`config.mk`:
```
export PLATFORM = sky130hd
export DESIGN_NAME = ptmr_top
export DESIGN_NICKNAME = d
export VERILOG_FILES = /design/src/rtl/ptmr_pkg.sv /design/src/rtl/ptmr_prescale.sv /design/src/rtl/ptmr_match_ch.sv /design/src/rtl/ptmr_capture_ch.sv /design/src/rtl/ptmr_top.sv
export SDC_FILE = /design/constraint.sdc
export NUM_CORES = 1
export LEC_CHECK = 0
export BUFFER_PORTS_ARGS = -buffer_cell sky130_fd_sc_hd__buf_2
export CAP_MARGIN = 40
export CORE_MARGIN = 4
export CORE_UTILIZATION = 50
export CTS_CLUSTER_DIAMETER = 200
export DETAILED_ROUTE_END_ITERATION = 7
export HOLD_SLACK_MARGIN = 0.1
export PLACE_DENSITY = 0.72
export SYNTH_ARGS = -nofsm -noshare
export SYNTH_HDL_FRONTEND = slang
export SYNTH_SLANG_ARGS = --single-unit
```
`constraint.sdc`:
```
create_clock -name clk_i -period 2.7 [get_ports clk_i]
set_clock_uncertainty 0.1 [all_clocks]
set_input_delay 0.135 -clock clk_i [delete_from_list [all_inputs] [get_ports clk_i]]
set_output_delay 0.135 -clock clk_i [all_outputs]
set_load 0.05 [all_outputs]
```
`src/rtl/ptmr_pkg.sv`:
```
package ptmr_pkg;
  typedef enum logic [1:0] {
    EM_KEEP = 2'b00,
    EM_CLR  = 2'b01,
    EM_SET  = 2'b10,
    EM_TOG  = 2'b11
  } em_act_e;

  localparam int unsigned MC_IRQ   = 0;
  localparam int unsigned MC_RST   = 1;
  localparam int unsigned MC_STOP  = 2;
  localparam int unsigned MC_FLD_W = 3;

  localparam int unsigned CC_RISE  = 0;
  localparam int unsigned CC_FALL  = 1;
  localparam int unsigned CC_IRQ   = 2;
  localparam int unsigned CC_FLD_W = 3;

  localparam int unsigned A_CTRL    = 0;
  localparam int unsigned A_PRE     = 1;
  localparam int unsigned A_PCNT    = 2;
  localparam int unsigned A_TCNT    = 3;
  localparam int unsigned A_MCTL    = 4;
  localparam int unsigned A_EMR     = 5;
  localparam int unsigned A_CCTL    = 6;
  localparam int unsigned A_IRQ     = 7;
  localparam int unsigned A_MR_BASE = 8;
  localparam int unsigned A_CR_BASE = 16;
endpackage

```
`src/rtl/ptmr_prescale.sv`:
```
module ptmr_prescale #(
  parameter int unsigned CNT_W = 32
) (
  input  logic             clk_i,
  input  logic             rst_ni,
  input  logic             run_i,
  input  logic             clear_i,
  input  logic [CNT_W-1:0] limit_i,
  output logic [CNT_W-1:0] count_o,
  output logic             tick_o
);
  logic [CNT_W-1:0] cnt_q;

  // >= keeps the divider sane if software lowers the limit mid-count
  assign tick_o  = run_i && !clear_i && (cnt_q >= limit_i);
  assign count_o = cnt_q;

  always_ff @(posedge clk_i or negedge rst_ni) begin
    if (!rst_ni)       cnt_q <= '0;
    else if (clear_i)  cnt_q <= '0;
    else if (tick_o)   cnt_q <= '0;
    else if (run_i)    cnt_q <= cnt_q + 1'b1;
  end
endmodule

```
`src/rtl/ptmr_match_ch.sv`:
```
module ptmr_match_ch import ptmr_pkg::*; #(
  parameter int unsigned CNT_W = 32
) (
  input  logic             clk_i,
  input  logic             rst_ni,
  input  logic             tick_i,
  input  logic [CNT_W-1:0] tc_i,
  input  logic [CNT_W-1:0] value_i,
  input  em_act_e          act_i,
  input  logic             lvl_we_i,
  input  logic             lvl_d_i,
  output logic             hit_o,
  output logic             lvl_o
);
  logic lvl_q;

  assign hit_o = tick_i && (tc_i == value_i);
  assign lvl_o = lvl_q;

  always_ff @(posedge clk_i or negedge rst_ni) begin
    if (!rst_ni) begin
      lvl_q <= 1'b0;
    end else if (hit_o && act_i != EM_KEEP) begin
      unique case (act_i)
        EM_CLR:  lvl_q <= 1'b0;
        EM_SET:  lvl_q <= 1'b1;
        EM_TOG:  lvl_q <= ~lvl_q;
        default: lvl_q <= lvl_q;
      endcase
    end else if (lvl_we_i) begin
      lvl_q <= lvl_d_i;
    end
  end
endmodule

```
`src/rtl/ptmr_capture_ch.sv`:
```
module ptmr_capture_ch #(
  parameter int unsigned CNT_W  = 32,
  parameter int unsigned SYNC_N = 2
) (
  input  logic             clk_i,
  input  logic             rst_ni,
  input  logic             pin_i,
  input  logic             rise_en_i,
  input  logic             fall_en_i,
  input  logic [CNT_W-1:0] tc_i,
  output logic             evt_o,
  output logic [CNT_W-1:0] value_o
);
  localparam int unsigned CHAIN_W = SYNC_N + 1;

  logic [CHAIN_W-1:0] chain_q;
  logic [CNT_W-1:0]   val_q;
  logic               cur, prev;

  assign cur   = chain_q[SYNC_N-1];
  assign prev  = chain_q[SYNC_N];
  assign evt_o = (rise_en_i && cur && !prev) || (fall_en_i && !cur && prev);
  assign value_o = val_q;

  always_ff @(posedge clk_i or negedge rst_ni) begin
    if (!rst_ni) begin
      chain_q <= '0;
      val_q   <= '0;
    end else begin
      chain_q <= {chain_q[CHAIN_W-2:0], pin_i};
      if (evt_o) val_q <= tc_i;
    end
  end
endmodule

```
`src/rtl/ptmr_top.sv`:
```
module ptmr_top import ptmr_pkg::*; #(
  parameter int unsigned CNT_W     = 32,
  parameter int unsigned NUM_MATCH = 4,
  parameter int unsigned NUM_CAP   = 4,
  parameter int unsigned ADDR_W    = 5
) (
  input  logic                 clk_i,
  input  logic                 rst_ni,
  input  logic                 bus_we_i,
  input  logic [ADDR_W-1:0]    bus_addr_i,
  input  logic [CNT_W-1:0]     bus_wdata_i,
  output logic [CNT_W-1:0]     bus_rdata_o,
  input  logic [NUM_CAP-1:0]   cap_i,
  output logic [NUM_MATCH-1:0] ext_match_o,
  output logic                 irq_o
);
  localparam int unsigned IRQ_W  = NUM_MATCH + NUM_CAP;
  localparam int unsigned MCTL_W = MC_FLD_W * NUM_MATCH;
  localparam int unsigned CCTL_W = CC_FLD_W * NUM_CAP;
  localparam int unsigned ACT_W  = 2 * NUM_MATCH;

  logic                 en_q, hold_q;
  logic [CNT_W-1:0]     pre_q, tc_q, pc;
  logic [MCTL_W-1:0]    mctl_q;
  logic [CCTL_W-1:0]    cctl_q;
  logic [ACT_W-1:0]     act_q;
  logic [IRQ_W-1:0]     irq_q, irq_set;
  logic [CNT_W-1:0]     mr_q [NUM_MATCH];
  logic [CNT_W-1:0]     cr   [NUM_CAP];
  logic [NUM_MATCH-1:0] hit, rst_sel, stop_sel, mirq_sel;
  logic [NUM_CAP-1:0]   cap_evt, cirq_sel;
  logic                 tick, rst_req, stop_req;
  logic                 wr_ctrl, wr_pre, wr_mctl, wr_emr, wr_cctl, wr_irq;

  assign wr_ctrl = bus_we_i && bus_addr_i == ADDR_W'(A_CTRL);
  assign wr_pre  = bus_we_i && bus_addr_i == ADDR_W'(A_PRE);
  assign wr_mctl = bus_we_i && bus_addr_i == ADDR_W'(A_MCTL);
  assign wr_emr  = bus_we_i && bus_addr_i == ADDR_W'(A_EMR);
  assign wr_cctl = bus_we_i && bus_addr_i == ADDR_W'(A_CCTL);
  assign wr_irq  = bus_we_i && bus_addr_i == ADDR_W'(A_IRQ);

  ptmr_prescale #(.CNT_W(CNT_W)) u_pre (
    .clk_i   (clk_i),
    .rst_ni  (rst_ni),
    .run_i   (en_q),
    .clear_i (hold_q),
    .limit_i (pre_q),
    .count_o (pc),
    .tick_o  (tick)
  );

  for (genvar i = 0; i < NUM_MATCH; i++) begin : g_match
    assign mirq_sel[i] = mctl_q[MC_FLD_W*i + MC_IRQ];
    assign rst_sel[i]  = mctl_q[MC_FLD_W*i + MC_RST];
    assign stop_sel[i] = mctl_q[MC_FLD_W*i + MC_STOP];

    ptmr_match_ch #(.CNT_W(CNT_W)) u_ch (
      .clk_i    (clk_i),
      .rst_ni   (rst_ni),
      .tick_i   (tick),
      .tc_i     (tc_q),
      .value_i  (mr_q[i]),
      .act_i    (em_act_e'(act_q[2*i +: 2])),
      .lvl_we_i (wr_emr),
      .lvl_d_i  (bus_wdata_i[i]),
      .hit_o    (hit[i]),
      .lvl_o    (ext_match_o[i])
    );

    always_ff @(posedge clk_i or negedge rst_ni) begin
      if (!rst_ni) mr_q[i] <= '0;
      else if (bus_we_i && bus_addr_i == ADDR_W'(A_MR_BASE + i)) mr_q[i] <= bus_wdata_i;
    end
  end

  for (genvar i = 0; i < NUM_CAP; i++) begin : g_cap
    assign cirq_sel[i] = cctl_q[CC_FLD_W*i + CC_IRQ];

    ptmr_capture_ch #(.CNT_W(CNT_W)) u_ch (
      .clk_i     (clk_i),
      .rst_ni    (rst_ni),
      .pin_i     (cap_i[i]),
      .rise_en_i (cctl_q[CC_FLD_W*i + CC_RISE]),
      .fall_en_i (cctl_q[CC_FLD_W*i + CC_FALL]),
      .tc_i      (tc_q),
      .evt_o     (cap_evt[i]),
      .value_o   (cr[i])
    );
  end

  assign rst_req  = |(hit & rst_sel);
  assign stop_req = |(hit & stop_sel);
  assign irq_set  = {cap_evt & cirq_sel, hit & mirq_sel};
  assign irq_o    = |irq_q;

  always_ff @(posedge clk_i or negedge rst_ni) begin
    if (!rst_ni) begin
      en_q   <= 1'b0;
      hold_q <= 1'b0;
      pre_q  <= '0;
      mctl_q <= '0;
      cctl_q <= '0;
      act_q  <= '0;
      irq_q  <= '0;
    end else begin
      if (wr_ctrl) {hold_q, en_q} <= bus_wdata_i[1:0];
      if (stop_req) en_q <= 1'b0;
      if (wr_pre)  pre_q  <= bus_wdata_i;
      if (wr_mctl) mctl_q <= bus_wdata_i[MCTL_W-1:0];
      if (wr_cctl) cctl_q <= bus_wdata_i[CCTL_W-1:0];
      if (wr_emr)  act_q  <= bus_wdata_i[NUM_MATCH +: ACT_W];
      irq_q <= (irq_q & ~(wr_irq ? bus_wdata_i[IRQ_W-1:0] : '0)) | irq_set;
    end
  end

  // timer counter: restart beats halt, halt keeps the compare value
  always_ff @(posedge clk_i or negedge rst_ni) begin
    if (!rst_ni)       tc_q <= '0;
    else if (hold_q)   tc_q <= '0;
    else if (tick) begin
      if (rst_req)       tc_q <= '0;
      else if (!stop_req) tc_q <= tc_q + 1'b1;
    end
  end

  always_comb begin
    bus_rdata_o = '0;
    unique case (bus_addr_i)
      ADDR_W'(A_CTRL): bus_rdata_o[1:0] = {hold_q, en_q};
      ADDR_W'(A_PRE):  bus_rdata_o = pre_q;
      ADDR_W'(A_PCNT): bus_rdata_o = pc;
      ADDR_W'(A_TCNT): bus_rdata_o = tc_q;
      ADDR_W'(A_MCTL): bus_rdata_o[MCTL_W-1:0] = mctl_q;
      ADDR_W'(A_EMR):  bus_rdata_o[NUM_MATCH+ACT_W-1:0] = {act_q, ext_match_o};
      ADDR_W'(A_CCTL): bus_rdata_o[CCTL_W-1:0] = cctl_q;
      ADDR_W'(A_IRQ):  bus_rdata_o[IRQ_W-1:0] = irq_q;
      default: begin
        for (int i = 0; i < NUM_MATCH; i++)
          if (bus_addr_i == ADDR_W'(A_MR_BASE + i)) bus_rdata_o = mr_q[i];
        for (int i = 0; i < NUM_CAP; i++)
          if (bus_addr_i == ADDR_W'(A_CR_BASE + i)) bus_rdata_o = cr[i];
      end
    endcase
  end
endmodule

```
Yosys cells after proc, flatten, opt, wreduce, memory -nomap -nowiden

Index checks and enable logic that the tools add are counted.

Flip-flop bits (word level): 410
Bits in latches: 0
RAM bits: 0
Bits in read-only memories: 0
Output and inout port bits: 37
Logic and storage cells: 180
Memories: 0

Add/sub/neg operators: 2
Multipliers: 0
Div/mod/pow operators: 0
$lt $le $gt $ge: 1
Equal/unequal tests: 36
Shift-type cells: 0
Mux-type cells: 34
Bitwise gates (word level): 11
Reduce and logical (&&, ||, !) cells: 71

Operator list:

| operator                                             | number |
|---|---|
| 2-to-1 mux 32 bit                                    | 15 |
| equality test 32 bit                                 | 4 |
| one-hot mux 20 bit (4 select lines)                  | 1 |
| adder 32 x 1 -> 32 bit (second input constant)       | 2 |
| one-hot mux 6 bit (8 select lines)                   | 1 |
| logical AND 1 bit                                    | 36 |
| >= comparator 32 bit                                 | 1 |
| one-hot mux 4 bit (7 select lines)                   | 1 |
| equality test 5 x 3 -> 1 bit (second input constant) | 4 |
| equality test 5 x 4 -> 1 bit (second input constant) | 4 |
| equality test 5 bit (second input constant)          | 4 |
| nonzero test 2 bit                                   | 10 |
| AND 4 bit                                            | 4 |
| equality test 2 bit (second input constant)          | 8 |
| inequality test 4 bit (second input constant)        | 4 |
| one-hot mux 2 bit (8 select lines)                   | 1 |
| one-hot mux 1 bit (3 select lines)                   | 4 |
| equality test 5 x 2 -> 1 bit (second input constant) | 2 |
| 2-to-1 mux 1 bit                                     | 10 |
| AND reduction 2 bit                                  | 5 |
| zero test 1 bit                                      | 9 |
| AND 8 bit                                            | 1 |
| equality test 2 x 1 -> 1 bit (second input constant) | 4 |
| 2-to-1 mux 8 bit                                     | 1 |
| 12 further kinds                                     | 19 |

Longest topological paths before layout

Depth in word-level cells: 10
Gate-level depth with buffers: 12
Mapped depth without buffers: 10

Hierarchy

From an unflattened synthesis, not the netlist that was laid out.

Cell total of the unflattened synthesis: 2692
Area total of the unflattened synthesis: 26653.1 sq um

By module, submodules not included:

| module          | instances | cells each | area an instance (sq um) | seq. area each (sq um) |
|---|---|---|---|---|
| ptmr_top        | 1         | 1079       | 12431.9                  | 5855.6 |
| ptmr_capture_ch | 4         | 261        | 2379.8                   | 875.8 |
| ptmr_prescale   | 1         | 321        | 2620.0                   | 800.8 |
| ptmr_match_ch   | 4         | 62         | 520.5                    | 25.0 |

Least setup slack after synthesis

No wires, ideal clock.

Path kind: reg-to-reg
Start point: reg u_pre.cnt_q[19], in the netlist u_pre.count_o[19]
End point: reg tc_q[3]
Setup time: 0.078 ns
Arrival time: 2.575 ns
Setup slack: -0.053 ns
Cell stages (with the launch flop): 11
Path buffers: 1
Cell sequence: dfrtp_1 ha_1 nand4_1 nor4_2 nand2_1 and3_4 a31o_1 or2_1 buf_2 or4_1 a21oi_1

Longest elaborated chain between the ends: 8
Elaborated cells on any way between the ends: 16
Classes of those cells: 1 x order compare; 1 x eq/ne; 3 x mux; 2 x bitwise; 9 x reduce/logical

Ends and longest elaborated chain:

| item                     | RTL line            | source |
|---|---|---|
| start: declaration       | ptmr_prescale.sv:12 | `logic [CNT_W-1:0] cnt_q;` |
| start signal: assignment | ptmr_prescale.sv:22 | `else if (run_i) cnt_q <= cnt_q + 1'b1;` |
| >= comparator 32 bit *   | ptmr_prescale.sv:15 | `assign tick_o = run_i && !clear_i && (cnt_q >= limit_i);` |
| logical AND 1 bit *      | ptmr_prescale.sv:15 |  |
| logical AND 1 bit        | ptmr_match_ch.sv:17 | `assign hit_o = tick_i && (tc_i == value_i);` |
| AND 4 bit                | ptmr_top.sv:91      | `assign rst_req = \|(hit & rst_sel);` |
| OR reduction 4 bit       | ptmr_top.sv:91      |  |
| 2-to-1 mux 32 bit        | ptmr_top.sv:121     | `if (rst_req) tc_q <= '0;` |
| 2-to-1 mux 32 bit        | ptmr_top.sv:120     | `else if (tick) begin` |
| 2-to-1 mux 32 bit        | ptmr_top.sv:119     | `else if (hold_q) tc_q <= '0;` |
| end signal: assignment   | ptmr_top.sv:122     | `else if (!stop_req) tc_q <= tc_q + 1'b1;` |
| end: declaration         | ptmr_top.sv:23      | `logic [CNT_W-1:0] pre_q, tc_q, pc;` |

Every way passes the cells marked *; elsewhere a longest branch is shown, timed or not. The select of a mux whose other input is x is not followed.
A chain may end at the register's enable or synchronous reset.

Final worst setup path

Start point: reg pre_q[13]
End point: reg tc_q[5]

Longest elaborated chain between the ends: 8
Elaborated cells on any way between the ends: 16
Classes of those cells: 1 x order compare; 1 x eq/ne; 3 x mux; 2 x bitwise; 9 x reduce/logical

Ends and longest elaborated chain:

| item                     | RTL line            | source |
|---|---|---|
| start: declaration       | ptmr_top.sv:23      |  |
| start signal: assignment | ptmr_top.sv:108     | `if (wr_pre) pre_q <= bus_wdata_i;` |
| >= comparator 32 bit *   | ptmr_prescale.sv:15 |  |
| logical AND 1 bit *      | ptmr_prescale.sv:15 |  |
| logical AND 1 bit        | ptmr_match_ch.sv:17 |  |
| AND 4 bit                | ptmr_top.sv:91      |  |
| OR reduction 4 bit       | ptmr_top.sv:91      |  |
| 2-to-1 mux 32 bit        | ptmr_top.sv:121     |  |
| 2-to-1 mux 32 bit        | ptmr_top.sv:120     |  |
| 2-to-1 mux 32 bit        | ptmr_top.sv:119     |  |

Marks and branches as above.

==> summary.md <==
| Metric | Value |
|---|---|
| Fin crit period | 3.048 ns |
| Final slew viol count | 0 |
| Run status | finished with violations |
| Count of standard-cell rows | 75 |
| Worst hold slack | 0.1442 ns |
| Most common cell after layout, fill and taps aside | sky130_fd_sc_hd__dfrtp_1 |
| Depth of the worst register-to-register path | 10 |
| Comb power frac | a little over a fifth |
| Pin count of the biggest net entering global routing | between 70 and 80 |
| Placed wire-length estimate | between 50000 and 60000 µm |
| Ys Warns | 0 |
| DIE HEIGHT | between 200 and 250 µm |
| GRT Residual Overflow | 0 |
| Worst endpoint data arrival time | about 3.5 ns |
| First-pass iteration count of the detailed router | 7 |
| Via count of the first global-routing pass | 18.82k |
| Longest Clk Path Bufs | 3 |
| NumNets Final | 2344 |
| Hold Path Depth | 5 |
| Cell count after synthesis | 1867 |
| Kind of end point of the critical path | flop |
| Hold Vio Cnt, Final | 0 |
| Clock-pin slew on the worst setup and hold paths | roughly 0.06 ns |
| Mean area per synthesized cell | between 10 and 15 µm² |
| Setup slack after layout | -0.3482 ns |
| Count of clock tree sinks | between 400 and 500 |
| Root Buffer | sky130_fd_sc_hd__clkbuf_16 |
| WS Path Type | reg2reg |
| Wire per inst | ~29 µm |
| Hold path startpoint | bus_addr_i[0] |
| Starting density of the core | between 50% and 60% |
| Highest-count cells in the layout ignoring fill and taps | sky130_fd_sc_hd__dfrtp_1, sky130_fd_sc_hd__buf_4, sky130_fd_sc_hd__mux2_2, sky130_fd_sc_hd__xnor2_1, sky130_fd_sc_hd__nand2_1 |
| Maxcap violations | 0 |
| Inserted Clock Buffers | 46 |
| Async set-or-reset flop fraction in the synthesized netlist | 100.0% |
| Pre-CTS setup slack | -0.3894 ns |
| Area growth, synth to finish | 31.65% |
| DRC | 0 |
| Sum of internal, switching and leakage power | around 0.018 W |
| Worst-case register-to-register setup slack | -0.35 ns |
| DIE AREA | 45800 µm² |
| Post-route clock period utilization | 112.9% |
| Peak supply drop | approximately 0.00043 V |
| Syn Nets | 1945 |
| Critical path launch point type | flop |
| Number of enable-type register cells in the synthesized netlist | 0 |
| Htree depth | 2 |
| Cell Int Power | between 0.01 and 0.015 W |
| Part of the power in registers | about two fifths |
| Via density per instance | 6.627 |
| PortBufs | 80 |
| Number of different library cells in the post-synthesis netlist | 67 |
| Peak Freq | about 330 MHz |
| Hold Path Class | in2reg |
| Global-route wire length before repair | between 100000 and 150000 µm |
| Power density relative to cell area | 648.2 nW/µm² |
| Yosys top cell by area | sky130_fd_sc_hd__dfrtp_1 |
| Latest clock arrival within the worst-skew pair | a little under 0.6 ns |
| Total detailed-routing wirelength | just over 80000 µm |
| Share of cells above drive strength 1 | 44.57% |
| Leak Pwr | 12.61 nW |
| Clock tree from TritonCTS | yes |
| Antenna Cells | 0 |
| Top-area cell type share of the netlist area | about half |
| Final Util | around two thirds |
| Ports | 81 |
| Share of the yosys chip area belonging to registers | around half |
| Die width | between 200 and 250 µm |
| Required arrival time at the worst endpoint | ~3.1 ns |
| Worst-Margin Slew | roughly 0.74 ns |
| Main synth FF type | sky130_fd_sc_hd__dfrtp_1 |
| Worst slew margin relative to its limit | between 50% and 60% |
| Destination of the worst hold path | en_q |
| Area inside the core boundary | around 42000 µm² |
| All-Layer GR Usage | 34.19% |
| Dominant cells by area after synthesis | sky130_fd_sc_hd__dfrtp_1, sky130_fd_sc_hd__mux2_2, sky130_fd_sc_hd__xnor2_1 |
| Flops & latches, synth | 410 |
| Initial antenna violation count | 0 |
| Routability Congestion | 1.027 |
| Violations in the final reports | negative setup slack |
| Post-route ant nets | 0 |
| Setup total negative slack | -10.03 ns |
| Switching pwr | ~0.0053 W |
| Worst Path Max Fanout | 5 |
| Via count | 18.77k |
| Final-report setup violation count | 57 |
| Capture point of the worst reg-to-reg path | tc_q[5] |
| Cell area after synthesis | between 20000 and 25000 µm² |
| Unrepaired setup endpoints after global routing | yes |
| Fraction of power consumed by the clock network | ~37% |
| Net switching share of the total power | just under 30% |
| Critical R2R Launch | pre_q[13] |
| Drt first-iter violations | between 2k and 3k |
registers in the layout (all words and copies together) (netlist names):
signal / count
g_cap.u_ch.value_o: 128
mr_q: 128
pre_q: 32
tc_q: 32
u_pre.count_o: 32
cctl_q: 12
g_cap.u_ch.chain_q: 12
mctl_q: 12
act_q: 8
irq_q: 8
g_match.u_ch.lvl_o: 4
en_q: 1
hold_q: 1
worst max-delay path, cell delays in order (launching register included):
cell and delay (ns):
sky130_fd_sc_hd__dfrtp_1 0.36, sky130_fd_sc_hd__inv_1 0.06, sky130_fd_sc_hd__ha_1 0.31, sky130_fd_sc_hd__nand4_1 0.24, sky130_fd_sc_hd__a211oi_1 0.46, sky130_fd_sc_hd__o31ai_4 0.14, sky130_fd_sc_hd__a31o_4 0.28, sky130_fd_sc_hd__or2_4 0.25
sky130_fd_sc_hd__buf_6 0.13, sky130_fd_sc_hd__or4_4 0.48, sky130_fd_sc_hd__a21oi_2 0.14
per-stage QoR:
stage                     std cells  instance area, µm²
after detailed placement       2684               24650
after global routing           2832               27930
after global placement         2683               24640
final                          2832               27930
after CTS                      2812               27020
after floorplan                1867               21220
kinds of logic (layout without fill, tap and decap cells):
kind of cell,after synthesis,in the layout,synth area share (%)
buf+inv,198,624,4.022
xor+xnor,133,133,5.490
mux,330,330,17.48
simple gates,393,393,9.529
compound gates,369,369,13.12
fa+ha+maj,34,34,2.005
flops,410,410,48.35
power by group through the flow:
stage                     Clock [W]  Combinational [W]  Sequential (W)
after CTS                   0.00676            0.00353         0.00741
after floorplan                   0            0.00175         0.00731
final                       0.00672            0.00393         0.00746
after global placement            0            0.00330         0.00746
after detailed placement          0            0.00337         0.00749
after global routing        0.00704            0.00410         0.00750
per-layer routing:
metal	track usage, %	share of wire [%]
met4	17.18	6.1
met3	7.092	11
met2	52.65	45
met1	46.26	38
met5	0	0
Yosys cell counts (all sizes together), types with 11 or more instances:
cell,number
a21oi,39
nand3,55
o31ai,13
dfrtp,410
a22o,59
nor4,15
ha,34
nand4,68
a22oi,52
clkbuf,78
a221oi,58
inv,46
nor3,17
a222oi,23
xnor2,129
o21ai,65
mux2,324
nor2,62
nand2,94
buf,73
and3,28
nor2b,11
worst max-delay path by stage:
stage	start	endpoint	slack (ns)
after floorplan	u_pre.count_o[30]	tc_q[5]	-0.007
after detailed placement	u_pre.count_o[7]	tc_q[8]	-0.39
after CTS	u_pre.count_o[1]	tc_q[5]	-0.31
final	pre_q[13]	tc_q[5]	-0.35
after global placement	pre_q[26]	tc_q[5]	-0.33
after global routing	pre_q[13]	tc_q[5]	-0.37
final cells by class:
cell class	instances	area, µm²
clock buffers	66	1400
clock inverters	9	195.2
fillers	2994	14010
inverters	47	176.4
multi-input cells	1259	11030
flip-flops and latches	410	10270
well taps	539	674.4
repair buffers	502	4182
timing repair:
action	4_1_cts	5_1_grt
pin swaps	22	38
gates resized for setup	58	180
endpoints found under the hold margin	618	0
endpoints found under the setup margin	52	74
hold buffers	43	0
gates cloned	1	5
setup buffers	10	17
Note: power is estimated with default switching activity, not from simulation.
